===== config.mk =====
export PLATFORM = sky130hd
export DESIGN_NAME = cdiv_top
export DESIGN_NICKNAME = d
export VERILOG_FILES = /design/src/rtl/cdiv_pkg.sv /design/src/rtl/cdiv_ctrl.sv /design/src/rtl/cdiv_datapath.sv /design/src/rtl/cdiv_top.sv
export SDC_FILE = /design/constraint.sdc
export NUM_CORES = 1
export LEC_CHECK = 0
export ABC_AREA = 1
export BUFFER_PORTS_ARGS = -buffer_cell sky130_fd_sc_hd__buf_2
export CAP_MARGIN = 20
export CORE_AREA = 2 2 180 182
export DETAILED_ROUTE_END_ITERATION = 8
export DIE_AREA = 0 0 182 184
export HOLD_SLACK_MARGIN = 0.12
export PLACE_DENSITY = 0.6
export SLEW_MARGIN = 20
export SYNTH_ARGS = -nofsm -noshare
export SYNTH_HDL_FRONTEND = slang
export SYNTH_SLANG_ARGS = --single-unit

===== constraint.sdc =====
create_clock -name clk -period 8.8 [get_ports clk]
set_input_delay 0.88 -clock clk [delete_from_list [all_inputs] [get_ports clk]]
set_output_delay 0.88 -clock clk [all_outputs]
set_load 0.01 [all_outputs]

===== src/rtl/cdiv_pkg.sv =====
`timescale 1ns/1ps
package cdiv_pkg;
  localparam int PRE_W    = 9;
  localparam int POST_W   = 5;
  localparam int PRE_MIN  = 4;
  localparam int PRE_MAX  = 259;
  localparam int POST_MIN = 1;
  localparam int POST_MAX = 16;

  typedef enum logic [1:0] {
    MODE_OFF  = 2'b00,
    MODE_DIFF = 2'b01,
    MODE_SE   = 2'b10,
    MODE_RSVD = 2'b11
  } outMode_e;

  // control -> datapath strobes
  typedef struct packed {
    logic             preTc;
    logic             reload;
    logic [PRE_W-1:0] preCnt;
  } divStrobe_t;
endpackage


===== src/rtl/cdiv_ctrl.sv =====
`timescale 1ns/1ps
module cdiv_ctrl
  import cdiv_pkg::*;
#(
  parameter int NUM_OUT = 3,
  parameter int IDX_W   = 2
) (
  input  logic                      clk,
  input  logic                      rst,
  input  logic                      bankSel,
  input  logic                      ldPreEn,
  input  logic                      ldPreSec,
  input  logic [PRE_W-1:0]          ldPreVal,
  input  logic                      ldPostEn,
  input  logic [IDX_W-1:0]          ldPostIdx,
  input  logic                      ldPostSec,
  input  logic [POST_W-1:0]         ldPostVal,
  output divStrobe_t                strobe,
  output logic [PRE_W-1:0]          preRatio,
  output logic [NUM_OUT*POST_W-1:0] postRatio,
  output logic                      activeSec
);
  logic [1:0][PRE_W-1:0]               preSet;
  logic [NUM_OUT-1:0][1:0][POST_W-1:0] postSet;
  logic                                selMeta, selSync;
  logic [PRE_W-1:0]                    preCnt;
  logic                                preTc, reload;

  function automatic logic [PRE_W-1:0] clampPre(input logic [PRE_W-1:0] v);
    if (v < PRE_W'(PRE_MIN)) return PRE_W'(PRE_MIN);
    if (v > PRE_W'(PRE_MAX)) return PRE_W'(PRE_MAX);
    return v;
  endfunction

  function automatic logic [POST_W-1:0] clampPost(input logic [POST_W-1:0] v);
    if (v < POST_W'(POST_MIN)) return POST_W'(POST_MIN);
    if (v > POST_W'(POST_MAX)) return POST_W'(POST_MAX);
    return v;
  endfunction

  // ratio storage, clamped on the way in
  always_ff @(posedge clk) begin
    if (rst) begin
      preSet  <= {2{PRE_W'(PRE_MIN)}};
      postSet <= {(2*NUM_OUT){POST_W'(POST_MIN)}};
    end else begin
      if (ldPreEn) preSet[ldPreSec] <= clampPre(ldPreVal);
      if (ldPostEn && (int'(ldPostIdx) < NUM_OUT))
        postSet[ldPostIdx][ldPostSec] <= clampPost(ldPostVal);
    end
  end

  assign preRatio = preSet[activeSec];
  assign preTc    = (preCnt >= (preRatio - PRE_W'(1)));
  assign reload   = preTc && ((~selSync) != activeSec);

  // select synchroniser, set swap at terminal count, prescaler counter
  always_ff @(posedge clk) begin
    if (rst) begin
      selMeta   <= 1'b1;
      selSync   <= 1'b1;
      activeSec <= 1'b0;
      preCnt    <= '0;
    end else begin
      selMeta <= bankSel;
      selSync <= selMeta;
      if (reload) activeSec <= ~selSync;
      preCnt <= preTc ? '0 : preCnt + PRE_W'(1);
    end
  end

  always_comb begin
    strobe.preTc  = preTc;
    strobe.reload = reload;
    strobe.preCnt = preCnt;
  end

  for (genvar g = 0; g < NUM_OUT; g++) begin : g_post
    assign postRatio[g*POST_W +: POST_W] = postSet[g][activeSec];
  end
endmodule


===== src/rtl/cdiv_datapath.sv =====
`timescale 1ns/1ps
module cdiv_datapath
  import cdiv_pkg::*;
#(
  parameter int NUM_OUT = 3
) (
  input  logic                      clk,
  input  logic                      rst,
  input  divStrobe_t                strobe,
  input  logic [PRE_W-1:0]          preRatio,
  input  logic [NUM_OUT*POST_W-1:0] postRatio,
  input  logic                      bankOe,
  input  logic [2*NUM_OUT-1:0]      outMode,
  output logic [NUM_OUT-1:0]        clkTrue,
  output logic [NUM_OUT-1:0]        clkComp,
  output logic [NUM_OUT-1:0]        trueEn,
  output logic [NUM_OUT-1:0]        compEn
);
  localparam int PH_W = PRE_W + POST_W;

  for (genvar g = 0; g < NUM_OUT; g++) begin : g_out
    logic [POST_W-1:0] postCnt, myPost;
    logic [PH_W-1:0]   phase, total, halfT;
    logic              hiReg, negReg, divClk, drive;
    outMode_e          mode;

    assign myPost = postRatio[g*POST_W +: POST_W];
    assign total  = PH_W'(preRatio) * PH_W'(myPost);
    assign halfT  = total >> 1;
    assign phase  = PH_W'(postCnt) * PH_W'(preRatio) + PH_W'(strobe.preCnt);

    always_ff @(posedge clk) begin
      if (rst) begin
        postCnt <= '0;
        hiReg   <= 1'b0;
      end else begin
        hiReg <= (phase < halfT);
        if (strobe.reload)
          postCnt <= '0;
        else if (strobe.preTc)
          postCnt <= (postCnt >= myPost - POST_W'(1)) ? '0 : postCnt + POST_W'(1);
      end
    end

    // half-period stretch for odd totals
    always_ff @(negedge clk) begin
      if (rst) negReg <= 1'b0;
      else     negReg <= hiReg;
    end

    assign divClk     = hiReg | (total[0] & negReg);
    assign mode       = outMode_e'(outMode[2*g +: 2]);
    assign drive      = bankOe && (mode == MODE_DIFF || mode == MODE_SE);
    assign trueEn[g]  = drive;
    assign compEn[g]  = drive && (mode == MODE_DIFF);
    assign clkTrue[g] = drive & divClk;
    assign clkComp[g] = compEn[g] & ~divClk;
  end
endmodule


===== src/rtl/cdiv_top.sv =====
`timescale 1ns/1ps
module cdiv_top
  import cdiv_pkg::*;
#(
  parameter  int NUM_OUT = 3,
  localparam int IDX_W   = (NUM_OUT > 1) ? $clog2(NUM_OUT) : 1
) (
  input  logic                 clk,
  input  logic                 rst,
  input  logic                 bankSel,
  input  logic                 bankOe,
  input  logic [2*NUM_OUT-1:0] outMode,
  input  logic                 ldPreEn,
  input  logic                 ldPreSec,
  input  logic [PRE_W-1:0]     ldPreVal,
  input  logic                 ldPostEn,
  input  logic [IDX_W-1:0]     ldPostIdx,
  input  logic                 ldPostSec,
  input  logic [POST_W-1:0]    ldPostVal,
  output logic [NUM_OUT-1:0]   clkTrue,
  output logic [NUM_OUT-1:0]   clkComp,
  output logic [NUM_OUT-1:0]   trueEn,
  output logic [NUM_OUT-1:0]   compEn
);
  divStrobe_t                strobe;
  logic [PRE_W-1:0]          preRatio;
  logic [NUM_OUT*POST_W-1:0] postRatio;
  logic                      activeSec;

  cdiv_ctrl #(.NUM_OUT(NUM_OUT), .IDX_W(IDX_W)) u_ctrl (
    .clk(clk), .rst(rst), .bankSel(bankSel),
    .ldPreEn(ldPreEn), .ldPreSec(ldPreSec), .ldPreVal(ldPreVal),
    .ldPostEn(ldPostEn), .ldPostIdx(ldPostIdx), .ldPostSec(ldPostSec), .ldPostVal(ldPostVal),
    .strobe(strobe), .preRatio(preRatio), .postRatio(postRatio), .activeSec(activeSec)
  );

  cdiv_datapath #(.NUM_OUT(NUM_OUT)) u_dp (
    .clk(clk), .rst(rst), .strobe(strobe), .preRatio(preRatio), .postRatio(postRatio),
    .bankOe(bankOe), .outMode(outMode),
    .clkTrue(clkTrue), .clkComp(clkComp), .trueEn(trueEn), .compEn(compEn)
  );
endmodule


==> After elaboration in Yosys (flattened, before gate mapping) <==
Cells that the tools add are included.
{ "classes": {"addsub": 11, "n_mul": 6, "order_cmp": 19, "eq_ne": 7, "mux": 45, "bitwise": 16, "reduce_logical": 16} }
{ "op_table": {"columns": ["op", "n"], "rows": [
  ["two-way mux 9 bit", 9],
  ["two-way mux 5 bit", 16],
  ["adder 14 x 9 -> 14 bit", 3],
  ["less-than comparator 14 x 13 -> 1 bit", 3],
  ["multiplier 5 x 9 -> 14 bit", 3],
  ["multiplier 9 x 5 -> 14 bit", 3],
  ["bitwise mux 30 bit", 1],
  ["demux 10 bit (select 2 bit)", 1],
  ["bitwise mux 18 bit", 1],
  ["adder 5 x 1 -> 5 bit, second input constant", 3],
  [">= comparator 5 bit", 3],
  ["subtractor 5 x 1 -> 5 bit, second input constant", 3],
  ["two-way mux 1 bit", 14],
  ["logical AND 1 bit", 11],
  ["two-way mux 10 bit", 1],
  ["adder 9 x 1 -> 9 bit, second input constant", 1],
  ["bitwise AND 1 bit", 9],
  ["demux 9 bit (select 1 bit)", 1],
  [">= comparator 9 bit", 1],
  ["greater-than comparator 9 bit, second input constant", 1],
  ["less-than comparator 9 x 3 -> 1 bit, second input constant", 1],
  ["subtractor 9 x 1 -> 9 bit, second input constant", 1],
  ["== test 2 x 1 -> 1 bit, second input constant", 3],
  ["== test 2 bit, second input constant", 3],
  ["other kinds (13)", 24]
]} }
{ "totals": {"reg_bits": 81, "input_bits": 30, "out_inout_bits": 12, "elab_cells": 141} }

==> Longest topological paths before layout <==
{ "depth": {"depth_word": 12, "mapped_depth": 30, "ltp_nobuf": 29} }

==> By module <==
Synthesis repeated with hierarchy kept, for this count alone.
{ "unflattened": {"cells_unflattened": 2048, "area_unflattened_um2": 14581.5} }
{ "by_module_without_submodules": {"columns": ["mod", "n_inst", "cells_per_inst", "area_each_um2", "seq_area_each_um2"], "rows": [
  ["cdiv_datapath", 1, 1640, 11651.2, 420.4],
  ["cdiv_ctrl", 1, 408, 2930.3, 1201.2]
]} }

==> metrics.txt <==
status finished clean; Synth area leader fa_1; average wire per standard cell 15.62 microns; Leak Pwr about 0.0076 uW; Antenna diodes 0; Power Density about 120 mW/mm^2; Die Wd between 150 and 200 microns; total setup buffers inserted after CTS 0; endpoints failing setup 0; Rows 65; crit path cell chain nand2_1, o21ai_1, and2_1, buf_2; post-route ant nets 0; Critical Path AT around 5700 ps; Max-Cap Viols 0; share of layout cells above drive strength 1 5.962%; most frequent cell after synthesis inv_1; PortBufs between 40 and 50; syn nets about 2300; Hold Buf Count CTS 0; slew at the pin with the worst max-slew slack around 1100 ps; CP startpoint kind flip-flop; initial drt markers 573; Synth top area share a little over a fifth; ys async rst share 0%; Unique masters post-synth between 40 and 50; DP Worst Slack 2679 ps; Worst Path Required roughly 7900 ps; clk_lat worst skew between 400 and 500 ps; Max Slew Vio Count 0; Max Root-Sink Buffers 2; Clock Sinks 81; Area Growth Syn to Fin 6.054%; Die Area 0.03349 sq mm; CTS tree yes; initial antenna violation count 0; Final #Nets about 2300; Synth area leaders fa_1, ha_1, dfxtp_1, inv_1, nand2_1; Crit path max-delay family flip-flops; Setup crit end kind primary output; Max VDD drop 0.0001383 V; worst setup margin approximately 2300 ps; Crit Path Category flip-flop to primary output; CTS Buf Count 9; Reg clk slew, reported paths 60 ps; Die Ht 184 microns; Setup TNS 0 ps; Synth top cells by count inv_1, nand2_1, nor2_1; largest net degree at the start of global routing 27; Gate Count Post-Synth around 1900; routed vias roughly 12000; YS warnings 0; DR pass1 iterations 5; Final Hold Viols 0; first-pass GRT wire length 60460 microns; GR Util All Layers between 20% and 30%; GR Overflow Total 0; Fin Clk Skew about 55 ps; vias in the first global route approximately 12000; Initial Util approximately 45%; Root Buffer Master clkbuf_16; Crit Path Max Fanout 2; Hold Path Class flip-flop to flip-flop; setup slack, reg-to-reg 2660 ps; core area 0.03139 sq mm; WL final ~36000 microns; RSZ-0062 raised after global routing no; slowest library cell on the worst path dfxtp_1; post-CTS resize count 0; DRC Markers 0; Syn Area/Cell 7.365 sq um; GP Congestion 0.8383; Worst slew margin ~28%; Synth Cell Area approximately 0.014 sq mm; Synth Register Bits 81; CTS HTree Levels 3; EDFF count, synth 0; number of primary I/O pins between 40 and 50; CP peak stage delay about 290 ps; Buf/Inv on CP 1; via-per-instance ratio 5.177; DP HPWL about 28000 microns; sequential area share after synthesis a little under an eighth; Post-synth top flop dfxtp_1
## power breakdown
group | switching, uW | total, uW | internal [uW]
registers | 34.4 | 427 | 392
logic | 590 | 887 | 296
clock network | 177 | 410 | 233
## cell families after synthesis
group,synth area share (%)
and+or+nand+nor,21.03
buffers and inverters,11.42
adders and majority gates,40.37
AOI/OAI and AO/OA,10.04
xor gates and xnor gates,5.328
DFF,11.61
muxes,0.2149
## metal layers
layer / up-vias / global-route usage (%) / wire length [microns]
met5: - / 0 / 0
met4: 0 / 5.710 / 865
met3: 53 / 2.318 / 1743
met2: 279 / 39.82 / 17230
met1: 5706 / 29.55 / 16310
li1: 5942 / - / -
## worst register-to-register path: cells and delay by family (launching register included)
kind,cells,cell delay (ps)
simple gates,4,790
compound gates,7,1330
flops,1,700
xor+xnor,1,160
buf+inv,5,1390
fa+ha+maj,5,1750
## sequential cells by signal, indices dropped and copies added, names as in the netlist
register	count
u_ctrl.activeSec	1
u_ctrl.postSet	30
u_ctrl.preCnt	9
u_ctrl.preSet	18
u_ctrl.selMeta	1
u_ctrl.selSync	1
u_dp.g_out.hiReg	3
u_dp.g_out.negReg	3
u_dp.g_out.postCnt	15
## placed cells by master (no fill, tap or decap), drive strengths merged, types with 6 or more instances in the layout
master / netlist / routed
a211oi: 7 / 7
a21o: 10 / 10
a21oi: 133 / 133
and2: 6 / 6
buf: 27 / 50
clkbuf: 26 / 10
clkinv: 5 / 6
dfxtp: 81 / 81
fa: 153 / 153
ha: 206 / 206
inv: 350 / 354
nand2: 318 / 318
nand3: 49 / 49
nand4: 25 / 25
nor2: 274 / 274
nor3: 16 / 16
o21ai: 83 / 83
or2: 17 / 17
xnor2: 37 / 37
xor2: 48 / 48
## area by class of cell
cell class | instances | area (sq um)
Clock inverter | 9 | 85.08
Timing Repair Buffer | 50 | 272.8
Inverter | 354 | 1334
Sequential cell | 81 | 1622
Fill cell | 3216 | 16570
Tap cell | 402 | 503.0
Multi-Input combinational cell | 1408 | 10760
Clock buffer | 10 | 239.0
## stage by stage
step	util, %	hold slack [ps]	power [uW]	std cells	instance area, sq um
6_report	47.20	417.2	1723	2314	14820
5_1_grt	47.20	424.9	1879	2314	14820
4_1_cts	47.20	413.3	1738	2314	14820
3_5_place_dp	46.18	397.1	1319	2296	14500
3_3_place_gp	46.18	405.6	1305	2296	14500
2_1_floorplan	-	389.5	1072	1897	13970
## final timing paths
check                                     startpoint             endpoint  depth (start not counted)
worst max-delay path            u_dp.g_out[0].negReg           clkTrue[0]                          4
worst min-delay path                  u_ctrl.selMeta       u_ctrl.selSync                          1
worst max register to register      u_ctrl.activeSec  u_dp.g_out[0].hiReg                         22
worst min register to register        u_ctrl.selMeta       u_ctrl.selSync                          1
(Power assumes the default switching activity.)
